[src/rtl/fec_inj_pkg.sv]
package fec_inj_pkg;
  localparam int LEN_W      = 4;
  localparam int NUM_CNT    = 2;
  localparam int ADDR_CFG   = 0;
  localparam int ADDR_CORR  = 1;
  localparam int ADDR_UNC   = 2;
  localparam int BIT_TRANS  = 0;
  localparam int BIT_BURST  = 1;
  localparam int LEN_LSB    = 2;
  localparam int BIT_INSERT = 8;

  // control -> datapath strobes and configuration view
  typedef struct packed {
    logic               insertGo;
    logic               goTrans;
    logic               goBurst;
    logic [LEN_W-1:0]   goLen;
    logic               rdAny;
    logic               rdCfg;
    logic [NUM_CNT-1:0] rdCnt;
    logic               cfgTrans;
    logic               cfgBurst;
    logic [LEN_W-1:0]   cfgLen;
  } ctrlStrobe_t;
endpackage

[src/rtl/fec_inj_ctrl.sv]
module fec_inj_ctrl
  import fec_inj_pkg::*;
#(
  parameter int ADDR_W = 2,
  parameter int DATA_W = 32
) (
  input  logic              clk,
  input  logic              rstN,
  input  logic              regWrEn,
  input  logic              regRdEn,
  input  logic [ADDR_W-1:0] regAddr,
  input  logic [DATA_W-1:0] regWrData,
  input  logic              burstBusy,
  output ctrlStrobe_t       strobe
);
  logic             cfgTransQ;
  logic             cfgBurstQ;
  logic [LEN_W-1:0] cfgLenQ;
  logic             hitCfg;
  logic             hitCorr;
  logic             hitUnc;
  logic             unusedBits;

  assign hitCfg  = (regAddr == ADDR_W'(ADDR_CFG));
  assign hitCorr = (regAddr == ADDR_W'(ADDR_CORR));
  assign hitUnc  = (regAddr == ADDR_W'(ADDR_UNC));
  assign unusedBits = ^{regWrData[DATA_W-1:BIT_INSERT+1],
                        regWrData[BIT_INSERT-1:LEN_LSB+LEN_W]};

  always_ff @(posedge clk) begin
    if (!rstN) begin
      cfgTransQ <= 1'b0;
      cfgBurstQ <= 1'b0;
      cfgLenQ   <= '0;
    end else if (regWrEn && hitCfg) begin
      cfgTransQ <= regWrData[BIT_TRANS];
      cfgBurstQ <= regWrData[BIT_BURST];
      cfgLenQ   <= regWrData[LEN_LSB +: LEN_W];
    end
  end

  always_comb begin
    strobe.insertGo = regWrEn && hitCfg && regWrData[BIT_INSERT] && !burstBusy &&
                      (regWrData[BIT_TRANS] || regWrData[BIT_BURST]);
    strobe.goTrans  = regWrData[BIT_TRANS];
    strobe.goBurst  = regWrData[BIT_BURST];
    strobe.goLen    = regWrData[LEN_LSB +: LEN_W];
    strobe.rdAny    = regRdEn;
    strobe.rdCfg    = regRdEn && hitCfg;
    strobe.rdCnt    = {regRdEn && hitUnc, regRdEn && hitCorr};
    strobe.cfgTrans = cfgTransQ;
    strobe.cfgBurst = cfgBurstQ;
    strobe.cfgLen   = cfgLenQ;
  end
endmodule

[src/rtl/fec_inj_dp.sv]
module fec_inj_dp
  import fec_inj_pkg::*;
#(
  parameter int DATA_W = 32,
  parameter int CNT_W  = 32
) (
  input  logic              clk,
  input  logic              rstN,
  input  ctrlStrobe_t       strobe,
  input  logic              corrEvt,
  input  logic              uncEvt,
  output logic              burstBusy,
  output logic              errTrans,
  output logic              errBurst,
  output logic [DATA_W-1:0] regRdData,
  output logic              regRdValid,
  output logic [CNT_W-1:0]  corrCnt,
  output logic [CNT_W-1:0]  uncCnt
);
  localparam logic [CNT_W-1:0] CNT_MAX = {CNT_W{1'b1}};

  logic [NUM_CNT-1:0] evtVec;
  logic [CNT_W-1:0]   cntQ [NUM_CNT];
  logic               transQ;
  logic               burstOnQ;
  logic [LEN_W-1:0]   burstLeftQ;
  logic [DATA_W-1:0]  cfgWord;

  assign evtVec = {uncEvt, corrEvt};

  // saturating statistics counters, cleared by a read
  for (genvar i = 0; i < NUM_CNT; i++) begin : g_cnt
    always_ff @(posedge clk) begin
      if (!rstN) begin
        cntQ[i] <= '0;
      end else if (strobe.rdCnt[i]) begin
        cntQ[i] <= evtVec[i] ? CNT_W'(1) : '0;
      end else if (evtVec[i] && (cntQ[i] != CNT_MAX)) begin
        cntQ[i] <= cntQ[i] + CNT_W'(1);
      end
    end
  end

  // error pulse shaper
  always_ff @(posedge clk) begin
    if (!rstN) begin
      transQ     <= 1'b0;
      burstOnQ   <= 1'b0;
      burstLeftQ <= '0;
    end else begin
      transQ <= strobe.insertGo && strobe.goTrans;
      if (strobe.insertGo && strobe.goBurst) begin
        burstOnQ   <= 1'b1;
        burstLeftQ <= strobe.goLen;
      end else if (burstOnQ) begin
        if (burstLeftQ == '0) burstOnQ <= 1'b0;
        else                  burstLeftQ <= burstLeftQ - LEN_W'(1);
      end
    end
  end

  always_comb begin
    cfgWord = '0;
    cfgWord[BIT_TRANS]          = strobe.cfgTrans;
    cfgWord[BIT_BURST]          = strobe.cfgBurst;
    cfgWord[LEN_LSB +: LEN_W]   = strobe.cfgLen;
  end

  always_ff @(posedge clk) begin
    if (!rstN) begin
      regRdValid <= 1'b0;
      regRdData  <= '0;
    end else begin
      regRdValid <= strobe.rdAny;
      if (strobe.rdAny) begin
        if (strobe.rdCfg)         regRdData <= cfgWord;
        else if (strobe.rdCnt[0]) regRdData <= DATA_W'(cntQ[0]);
        else if (strobe.rdCnt[1]) regRdData <= DATA_W'(cntQ[1]);
        else                      regRdData <= '0;
      end
    end
  end

  assign burstBusy = burstOnQ;
  assign errTrans  = transQ;
  assign errBurst  = burstOnQ;
  assign corrCnt   = cntQ[0];
  assign uncCnt    = cntQ[1];
endmodule

[src/rtl/fec_inj_stats.sv]
module fec_inj_stats
  import fec_inj_pkg::*;
#(
  parameter int ADDR_W = 2,
  parameter int DATA_W = 32,
  parameter int CNT_W  = 32
) (
  input  logic              clk,
  input  logic              rstN,
  input  logic              regWrEn,
  input  logic              regRdEn,
  input  logic [ADDR_W-1:0] regAddr,
  input  logic [DATA_W-1:0] regWrData,
  output logic [DATA_W-1:0] regRdData,
  output logic              regRdValid,
  input  logic              corrEvt,
  input  logic              uncEvt,
  output logic              errTrans,
  output logic              errBurst
);
  ctrlStrobe_t      strobe;
  logic             burstBusy;
  logic [CNT_W-1:0] corrCnt;
  logic [CNT_W-1:0] uncCnt;

  fec_inj_ctrl #(.ADDR_W(ADDR_W), .DATA_W(DATA_W)) u_ctrl (
    .clk(clk), .rstN(rstN), .regWrEn(regWrEn), .regRdEn(regRdEn),
    .regAddr(regAddr), .regWrData(regWrData), .burstBusy(burstBusy),
    .strobe(strobe)
  );

  fec_inj_dp #(.DATA_W(DATA_W), .CNT_W(CNT_W)) u_dp (
    .clk(clk), .rstN(rstN), .strobe(strobe), .corrEvt(corrEvt),
    .uncEvt(uncEvt), .burstBusy(burstBusy), .errTrans(errTrans),
    .errBurst(errBurst), .regRdData(regRdData), .regRdValid(regRdValid),
    .corrCnt(corrCnt), .uncCnt(uncCnt)
  );
endmodule

[config.mk]
export PLATFORM = sky130hd
export DESIGN_NAME = fec_inj_stats
export DESIGN_NICKNAME = d
export VERILOG_FILES = /design/src/rtl/fec_inj_pkg.sv /design/src/rtl/fec_inj_ctrl.sv /design/src/rtl/fec_inj_dp.sv /design/src/rtl/fec_inj_stats.sv
export SDC_FILE = /design/constraint.sdc
export NUM_CORES = 1
export LEC_CHECK = 0
export ABC_AREA = 1
export BUFFER_PORTS_ARGS = -buffer_cell sky130_fd_sc_hd__buf_4
export CAP_MARGIN = 20
export CELL_PAD_IN_SITES_DETAIL_PLACEMENT = 0
export CELL_PAD_IN_SITES_GLOBAL_PLACEMENT = 1
export CORE_AREA = 2 2 136 138
export DETAILED_ROUTE_END_ITERATION = 7
export DIE_AREA = 0 0 138 140
export GPL_TIMING_DRIVEN = 0
export PLACE_DENSITY_LB_ADDON = 0.3
export SLEW_MARGIN = 30
export SYNTH_ARGS = -nofsm -noshare
export SYNTH_HDL_FRONTEND = slang
export SYNTH_SLANG_ARGS = --single-unit
[constraint.sdc]
create_clock -name clk -period 2.5 [get_ports clk]
set_input_delay 0.125 -clock clk [delete_from_list [all_inputs] [get_ports clk]]
set_output_delay 0.125 -clock clk [all_outputs]
set_load 0.005 [all_outputs]
; ---- After elaboration in Yosys (flattened, before gate mapping)
; Memory sizes are Yosys's and may differ from the RTL's.
; Index checks and enable logic that the tools add are counted.
[op_classes]
reduce_logical = 17
bitwise = 4
n_eq_ne = 5
n_mux = 30
addsub = 3
[ops]
columns = operator, n
row1 = $mux W32, 7
row2 = $add A32 B1 Y32 const B, 2
row3 = $ne A32 B32 Y1 const B, 2
row4 = $mux W1, 20
row5 = $mux W4, 3
row6 = $logic_and A1 B1 Y1, 11
row7 = $logic_not A4 Y1, 1
row8 = $or A1 B1 Y1, 4
row9 = $sub A4 B1 Y4 const B, 1
row10 = $eq A2 B1 Y1 const B, 1
row11 = $eq A2 B2 Y1 const B, 1
row12 = $logic_not A2 Y1, 1
row13 = $ne A2 B1 Y1 const B, 1
row14 = $reduce_and A2 Y1, 1
row15 = $reduce_bool A2 Y1, 1
row16 = $logic_not A1 Y1, 1
row17 = $logic_or A1 B1 Y1, 1
[totals]
out_inout_bits = 35
n_memories = 1
regBits = 45
ramBits = 64
[memory_table]
columns = name, words, width, read_ports, rd_clocked_by_memory_dff, wr, line
row1 = u_dp.cntQ, 2, 32, 2, 0, 2, fec_inj_dp.sv:23  ; logic [CNT_W-1:0] cntQ [NUM_CNT];

; ---- Depth between registers and ports, before layout
; Gate-level depths: netlist of run 1.
[logic_depth]
ltp_word = 8
mapped_depth = 10
mapped_depth_nobuf = 10

; ---- Modules after synthesis
; From an unflattened synthesis of run 1, not the netlist that was laid out.
[hier_totals]
hier_cells = 849
area_unflattened_um2 = 6468.7
[by_module_without_submodules]
columns = mod, cells_each, area_per_inst_um2, instances, seq_area_each_um2
row1 = fec_inj_dp, 792, 6000.8, 1, 2702.6
row2 = fec_inj_ctrl, 57, 467.9, 1, 120.1

; ---- Least setup slack after synthesis of run 1
; No wires, ideal clock.
[synth_path]
path_kind = reg-to-reg
start = memory u_dp.cntQ[1][0]
end = memory u_dp.cntQ[1][0] (enable)
path_slack_ps = 186
path_stages_with_launch = 9
arrival_ps = 1836
path_cell_list = edfxtp_1 -> ha_1 -> nand2_1 -> nor2_2 -> nand3_2 -> nor2_4 -> nand2_2 -> a21oi_1 -> nand2_1
[synth_lines]
columns = element, line
row1 = from (decl), fec_inj_dp.sv:23

==> results.sh, run 1 <==
export IMPL_layout_common_cells="258 x nand2_1, 147 x nor2_1, 104 x inv_1"
export IMPL_syn_nets=862
export IMPL_crit_required_ns=2.62
export IMPL_top_layer_used="met4"
export IMPL_areaGrowthSynthToFinish_pct=17.9
export IMPL_r2r_slack_ns=0.15
export IMPL_yosysUniqueCellTypes=35
export IMPL_crit_start="u_dp.cntQ[0][0]$_DFFE_PP_"
export IMPL_grt_util_all_layers_pct=18.3
export IMPL_detailroute_wirelength_met3_um=608
export IMPL_root_buffer="clkbuf_16"
export IMPL_worstHoldPathType="input pin to register"
export IMPL_ant_nets=0
export IMPL_routed_wl_mm=17.6
export IMPL_crit_end="u_dp.cntQ[0][24]$_SDFFCE_PN0P_"
export IMPL_wl_met1_mm=8.48
export IMPL_r2r_start="u_dp.cntQ[0][0]$_DFFE_PP_"
export IMPL_tightest_slew_ns=0.970
export IMPL_cts_buffer_depth=2
export IMPL_nNetsFinal=929
export IMPL_mostFrequentLayoutCell="nand2_1"
export IMPL_insertedDiodeCount=0
export IMPL_rr_worst_depth=10
export IMPL_rsz0062_at_grt="no"
export IMPL_path_clk_slew_ns=0.08
export IMPL_synth_top_area_share_pct=31.3
export IMPL_yosysWarnings=0
export IMPL_grt_pass1_wl_mm=27.3
export IMPL_maxCapViolCount=0
export IMPL_cp_end_kind="register"
export IMPL_drt_initial_drc_count=291
export IMPL_cp_arrival_ns=2.47
export IMPL_synth_area_leader_cell="edfxtp_1"
export IMPL_gp_congestion=0.785
export IMPL_route_detailed_drc=0
export IMPL_nFillCells=1918
export IMPL_fin_crit_sh_pct=94.1
export IMPL_hpwl_mm=13.5
export IMPL_fp_coreArea_mm2=0.0178
export IMPL_place_ws_ns=-0.536
export IMPL_ctsHtreeMaxLevel=3
export IMPL_met2_length_mm=8.39
export IMPL_cp_max_fo=16
export IMPL_grt_ovfl_total=0
export IMPL_critical_path_class="register to register"
export IMPL_port_buffers=49
export IMPL_clock_latency_ns=0.36
export IMPL_ys_seq_elements=109
export IMPL_max_freq_mhz=425
export IMPL_synth_area_top_cells="edfxtp_1 31%, nand2_1 16%, dfxtp_1 15%"
export IMPL_seq_area_mm2=0.00282
export IMPL_numCtsBuffers=9
export IMPL_wl_per_cell_um=15.7
export IMPL_core_rowCount=49
export IMPL_vias=5235
export IMPL_multi_input_area_mm2=0.00286
export IMPL_leakage_nw=2.94
export IMPL_fin_ws_ns=0.149
export IMPL_rr_endpoint="u_dp.cntQ[0][24]$_SDFFCE_PN0P_"
export IMPL_ys_seq_area_share_pct=46.0
export IMPL_synthCells=819
export IMPL_layout_min_cycle_time_ns=2.35
export IMPL_die_w_um=138
export IMPL_finalPower_mw=4.10
export IMPL_die_h_um=140
export IMPL_cts_sinks=109
export IMPL_fin_skew_ns=0.00775
export IMPL_relSlewSlack_pct=35.3
export IMPL_startpoint_type="register"
export IMPL_hold_viol=0
export IMPL_synth_area_mm2=0.00614
export IMPL_finalCoreUtilization_pct=40.7
export IMPL_status="completed"
export IMPL_layout_drive_gt1_share_pct=12.6
export IMPL_power_density_mw_per_mm2=566
export IMPL_cts_tree="done"
export IMPL_die_area_mm2=0.0193
export IMPL_grt_max_degree=19
export IMPL_drt_pass1_iterations=5
export IMPL_grt_pass1_vias=4835
export IMPL_synth_area_per_cell_um2=7.50
export IMPL_avgViaCountPerCell=4.67
export IMPL_setup_viol=0
export IMPL_slew_viol_final=0
export IMPL_peakVddDrop_uv=319
export IMPL_ios=75
export IMPL_antenna_found_initial=0
export IMPL_start_util_pct=34.5
-- state kept, by name, indices dropped and copies added, names as in the netlist, 4 cells and up --
| signal | cells |
|---|---|
| u_dp.cntQ | 64 |
| u_ctrl.cfgLenQ | 4 |
| u_dp.regRdData | 32 |
| u_dp.burstLeftQ | 4 |
-- final cells by class --
class                      count  share of cell area (%)
tap                          229                    3.96
timing repair buffer          54                    6.26
clock inverter                 6                   0.933
multi-input combinational    588                    39.5
sequential                   109                    39.0
buffer                        19                    1.64
inverter                     105                    5.45
clock buffer                  10                    3.30
-- cells in the mapped netlist, drive strengths merged --
master  number
buf         10
nor3b        2
dfxtp       45
clkbuf       9
a21oi       22
o221ai      11
o211ai      10
nand2      262
nor3         6
ha           3
edfxtp      64
and2         1
nand3b       5
xor2        32
o21ai       13
nand4        7
nand3       46
nor2       157
a41oi        3
xnor2        4
o22ai        1
or2          1
inv        105
-- worst max-delay path, stage by stage (launching register included) --
cell,delay (ns)
edfxtp_1,0.44
ha_1,0.29
nand3_2,0.14
nor2_4,0.19
nand3_4,0.13
nor2_4,0.12
nand3_2,0.13
nand2_4,0.16
buf_6,0.20
nand3_4,0.09
buf_12,0.20
-- per-stage QoR --
| stage | TNS, ns | hold WS, ns | instance area [um2] | instances |
|---|---|---|---|---|
| floorplan | 0 | 0.218 | 6140 | 819 |
| global placement | -37.00 | 0.364 | 6790 | 1097 |
| detailed placement | -18.30 | 0.364 | 6820 | 1098 |
| CTS | 0 | 0.00229 | 7170 | 1116 |
| global route | 0 | 0.0270 | 7240 | 1120 |
| finish | 0 | 0.0112 | 7240 | 1120 |
-- report_power, final --
group	internal, mW	switching [mW]	total (mW)	leakage [nW]
Combinational	0.165	0.271	0.436	1.73
Clock	0.817	0.710	1.53	0.156
Sequential	2.02	0.118	2.14	1.05
Total	3.00	1.10	4.10	2.94
-- routing by layer --
layer	up-vias	track usage [%]
li1	2748	-
met1	2406	25.4
met2	72	30.1
met3	9	3.45
met4	0	3.38
met5	-	0
-- cell families after synthesis --
group | after synthesis | share of synthesized area (%)
AOI/OAI and AO/OA | 60 | 6.79
xor gates and xnor gates | 36 | 5.14
adders and majority gates | 3 | 0.611
buffers and inverters | 124 | 8.36
DFF | 109 | 46.0
and+or+nand+nor | 487 | 33.1
-- how the worst min path moves through the flow --
stage                 start                        endpoint  slack (ns)  cells after the start
3_3_place_gp        regRdEn      u_dp.regRdValid$_SDFF_PN0_        0.36                      3
3_5_place_dp        regRdEn      u_dp.regRdValid$_SDFF_PN0_        0.36                      3
2_1_floorplan       regRdEn      u_dp.regRdValid$_SDFF_PN0_        0.22                      2
5_1_grt        regWrData[3]  u_ctrl.cfgLenQ[1]$_SDFFE_PN0N_        0.03                      3
4_1_cts        regWrData[5]  u_ctrl.cfgLenQ[3]$_SDFFE_PN0N_       0.002                      3
6_report       regWrData[5]  u_ctrl.cfgLenQ[3]$_SDFFE_PN0N_        0.01                      3
-- what timing repair did --
| item | in CTS | in global routing |
|---|---|---|
| hold endpoints to repair | 1 | 0 |
| resized for setup | 4 | 1 |
| gates cloned | 1 | 1 |
| endpoints found under the setup margin | 47 | 47 |
| buffers inserted | 0 | 3 |
| hold buffers | 1 | 0 |
Note: power is estimated with default switching activity, not from simulation.
==> run 2, diff against run 1 <==
--- a/config.mk
+++ b/config.mk
@@ -17,2 +17,3 @@
 export PLACE_DENSITY_LB_ADDON = 0.3
+export RECOVER_POWER = 100
 export SLEW_MARGIN = 30
==> constraint.sdc (replaced) <==
create_clock -name clk -period 2.5 [get_ports clk]
set_input_delay 0.5 -clock clk [delete_from_list [all_inputs] [get_ports clk]]
set_output_delay 0.5 -clock clk [all_outputs]
set_load 0.005 [all_outputs]
==> run 2 against run 1 <==
Net effect:
- combinational power down 6.0%
- utilization down 0.74 points
- die area unchanged
- clock-buffer cell count unchanged
- maximum frequency up 0.66%
- final area down 1.8%
- register-to-register slack better by 0.02 ns
- via count up 0.27%
- wire length up 0.26%
- non-clock buffer count down 1
- clock power about the same
- critical path type unchanged
- largest power group unchanged
==> results.sh, run 2 (synthesis gave the netlist of run 1 again) <==
export IMPL_status="completed"
export IMPL_place_ws_ns=-0.536
export IMPL_cp_max_fo=16
export IMPL_slew_viol_final=0
export IMPL_numCtsBuffers=9
export IMPL_crit_required_ns=2.62
export IMPL_mostFrequentLayoutCell="nand2_1"
export IMPL_max_freq_mhz=428
export IMPL_port_buffers=49
export IMPL_root_buffer="clkbuf_16"
export IMPL_grt_max_degree=19
export IMPL_cp_end_kind="register"
export IMPL_largest_reg_flops=64
export IMPL_grt_pass1_vias=4825
export IMPL_route_detailed_drc=0
export IMPL_die_h_um=140
export IMPL_power_density_mw_per_mm2=574
export IMPL_finalCoreUtilization_pct=40.0
export IMPL_rsz0062_at_grt="no"
export IMPL_tightest_slew_ns=1.00
export IMPL_drt_initial_drc_count=291
export IMPL_grt_pass1_wl_mm=27.2
export IMPL_core_rowCount=49
export IMPL_cts_sinks=109
export IMPL_layout_min_cycle_time_ns=2.34
export IMPL_clock_latency_ns=0.36
export IMPL_worstHoldPathType="input pin to register"
export IMPL_ctsHtreeMaxLevel=3
export IMPL_hpwl_mm=13.5
export IMPL_startpoint_type="register"
export IMPL_top_register="u_dp.cntQ"
export IMPL_path_clk_slew_ns=0.08
export IMPL_start_util_pct=34.5
export IMPL_fin_crit_sh_pct=93.4
export IMPL_relSlewSlack_pct=33.2
export IMPL_maxCapViolCount=0
export IMPL_reg_top3="u_dp.cntQ (64), u_dp.regRdData (32)"
export IMPL_rr_worst_depth=10
export IMPL_vias=5249
export IMPL_fp_coreArea_mm2=0.0178
export IMPL_layout_common_cells="259 x nand2_1, 147 x nor2_1, 104 x inv_1"
export IMPL_r2r_slack_ns=0.16
export IMPL_cts_hold_buf=0
export IMPL_peakVddDrop_uv=322
export IMPL_fin_ws_ns=0.164
export IMPL_layout_drive_gt1_share_pct=10.8
export IMPL_nNetsFinal=928
export IMPL_leakage_nw=2.88
export IMPL_die_w_um=138
export IMPL_areaGrowthSynthToFinish_pct=15.8
export IMPL_cts_tree="done"
export IMPL_cts_buffer_depth=2
export IMPL_hold_slack_ns=0.396
export IMPL_routed_wl_mm=17.7
export IMPL_grt_ovfl_total=0
export IMPL_die_area_mm2=0.0193
export IMPL_insertedDiodeCount=0
export IMPL_avgViaCountPerCell=4.69
export IMPL_antenna_found_initial=0
export IMPL_fin_skew_ns=0.00940
export IMPL_ios=75
export IMPL_drt_pass1_iterations=5
export IMPL_hold_viol=0
export IMPL_ant_nets=0
export IMPL_grt_util_all_layers_pct=18.2
export IMPL_critical_path_class="register to register"
export IMPL_wl_per_cell_um=15.8
export IMPL_hold_depth=3
export IMPL_gp_congestion=0.785
export IMPL_setup_viol=0
export IMPL_cp_arrival_ns=2.45
[run 2: worst paths after layout]
| check | to | startpoint |
|---|---|---|
| hold reg to reg | u_dp.regRdData[4]$_SDFFE_PN0P_ | u_dp.regRdData[4]$_SDFFE_PN0P_ |
| setup reg to reg | u_dp.cntQ[0][24]$_SDFFCE_PN0P_ | u_dp.cntQ[0][0]$_DFFE_PP_ |
| setup / recovery | u_dp.cntQ[0][24]$_SDFFCE_PN0P_ | u_dp.cntQ[0][0]$_DFFE_PP_ |
| hold / removal | u_ctrl.cfgLenQ[3]$_SDFFE_PN0N_ | regWrData[5] |
[run 2: cell type report]
type	count	area, um2
plain buffers	19	86.3
clock buffers	10	239
multi-input cells	588	2820
inverters	105	394
flip-flops and latches	109	2820
repair buffers	53	395
fillers	1937	10700
clock inverters	6	67.6
well taps	229	287
[run 2: what timing repair did]
item | 4_1_cts | 5_1_grt
setup endpoints to repair | 47 | 47
cloned | 1 | 1
buffers inserted | 0 | 3
resized for setup | 4 | 1
[run 2: report_power, final]
| group | switching, mW | total [mW] | internal [mW] |
|---|---|---|---|
| Combinational | 0.266 | 0.410 | 0.144 |
| Clock | 0.715 | 1.53 | 0.817 |
| Sequential | 0.117 | 2.14 | 2.02 |
[run 2: critical path, stage by stage, from the launching register on]
cell      delay [ns]
edfxtp_1        0.44
ha_1            0.30
nand3_2         0.14
nor2_4          0.19
nand3_4         0.13
nor2_4          0.12
nand3_2         0.13
nand2_4         0.15
buf_6           0.20
nand3_4         0.08
buf_8           0.21
[run 2: layer usage]
layer,track usage [%],wire length [um]
met2,30.0,8400
met1,25.3,8570
met3,3.45,549
met5,0,0
met4,3.38,146
[run 2: through the flow]
step	setup TNS (ns)	total power, mW	cell area (um2)	instances
detailed placement	-18.39	2.59	6820	1098
finish	0	4.08	7110	1119
global route	0	4.26	7110	1119
global placement	-37.00	2.58	6790	1097
CTS	0	4.13	7160	1115
floorplan	0	2.40	6140	819
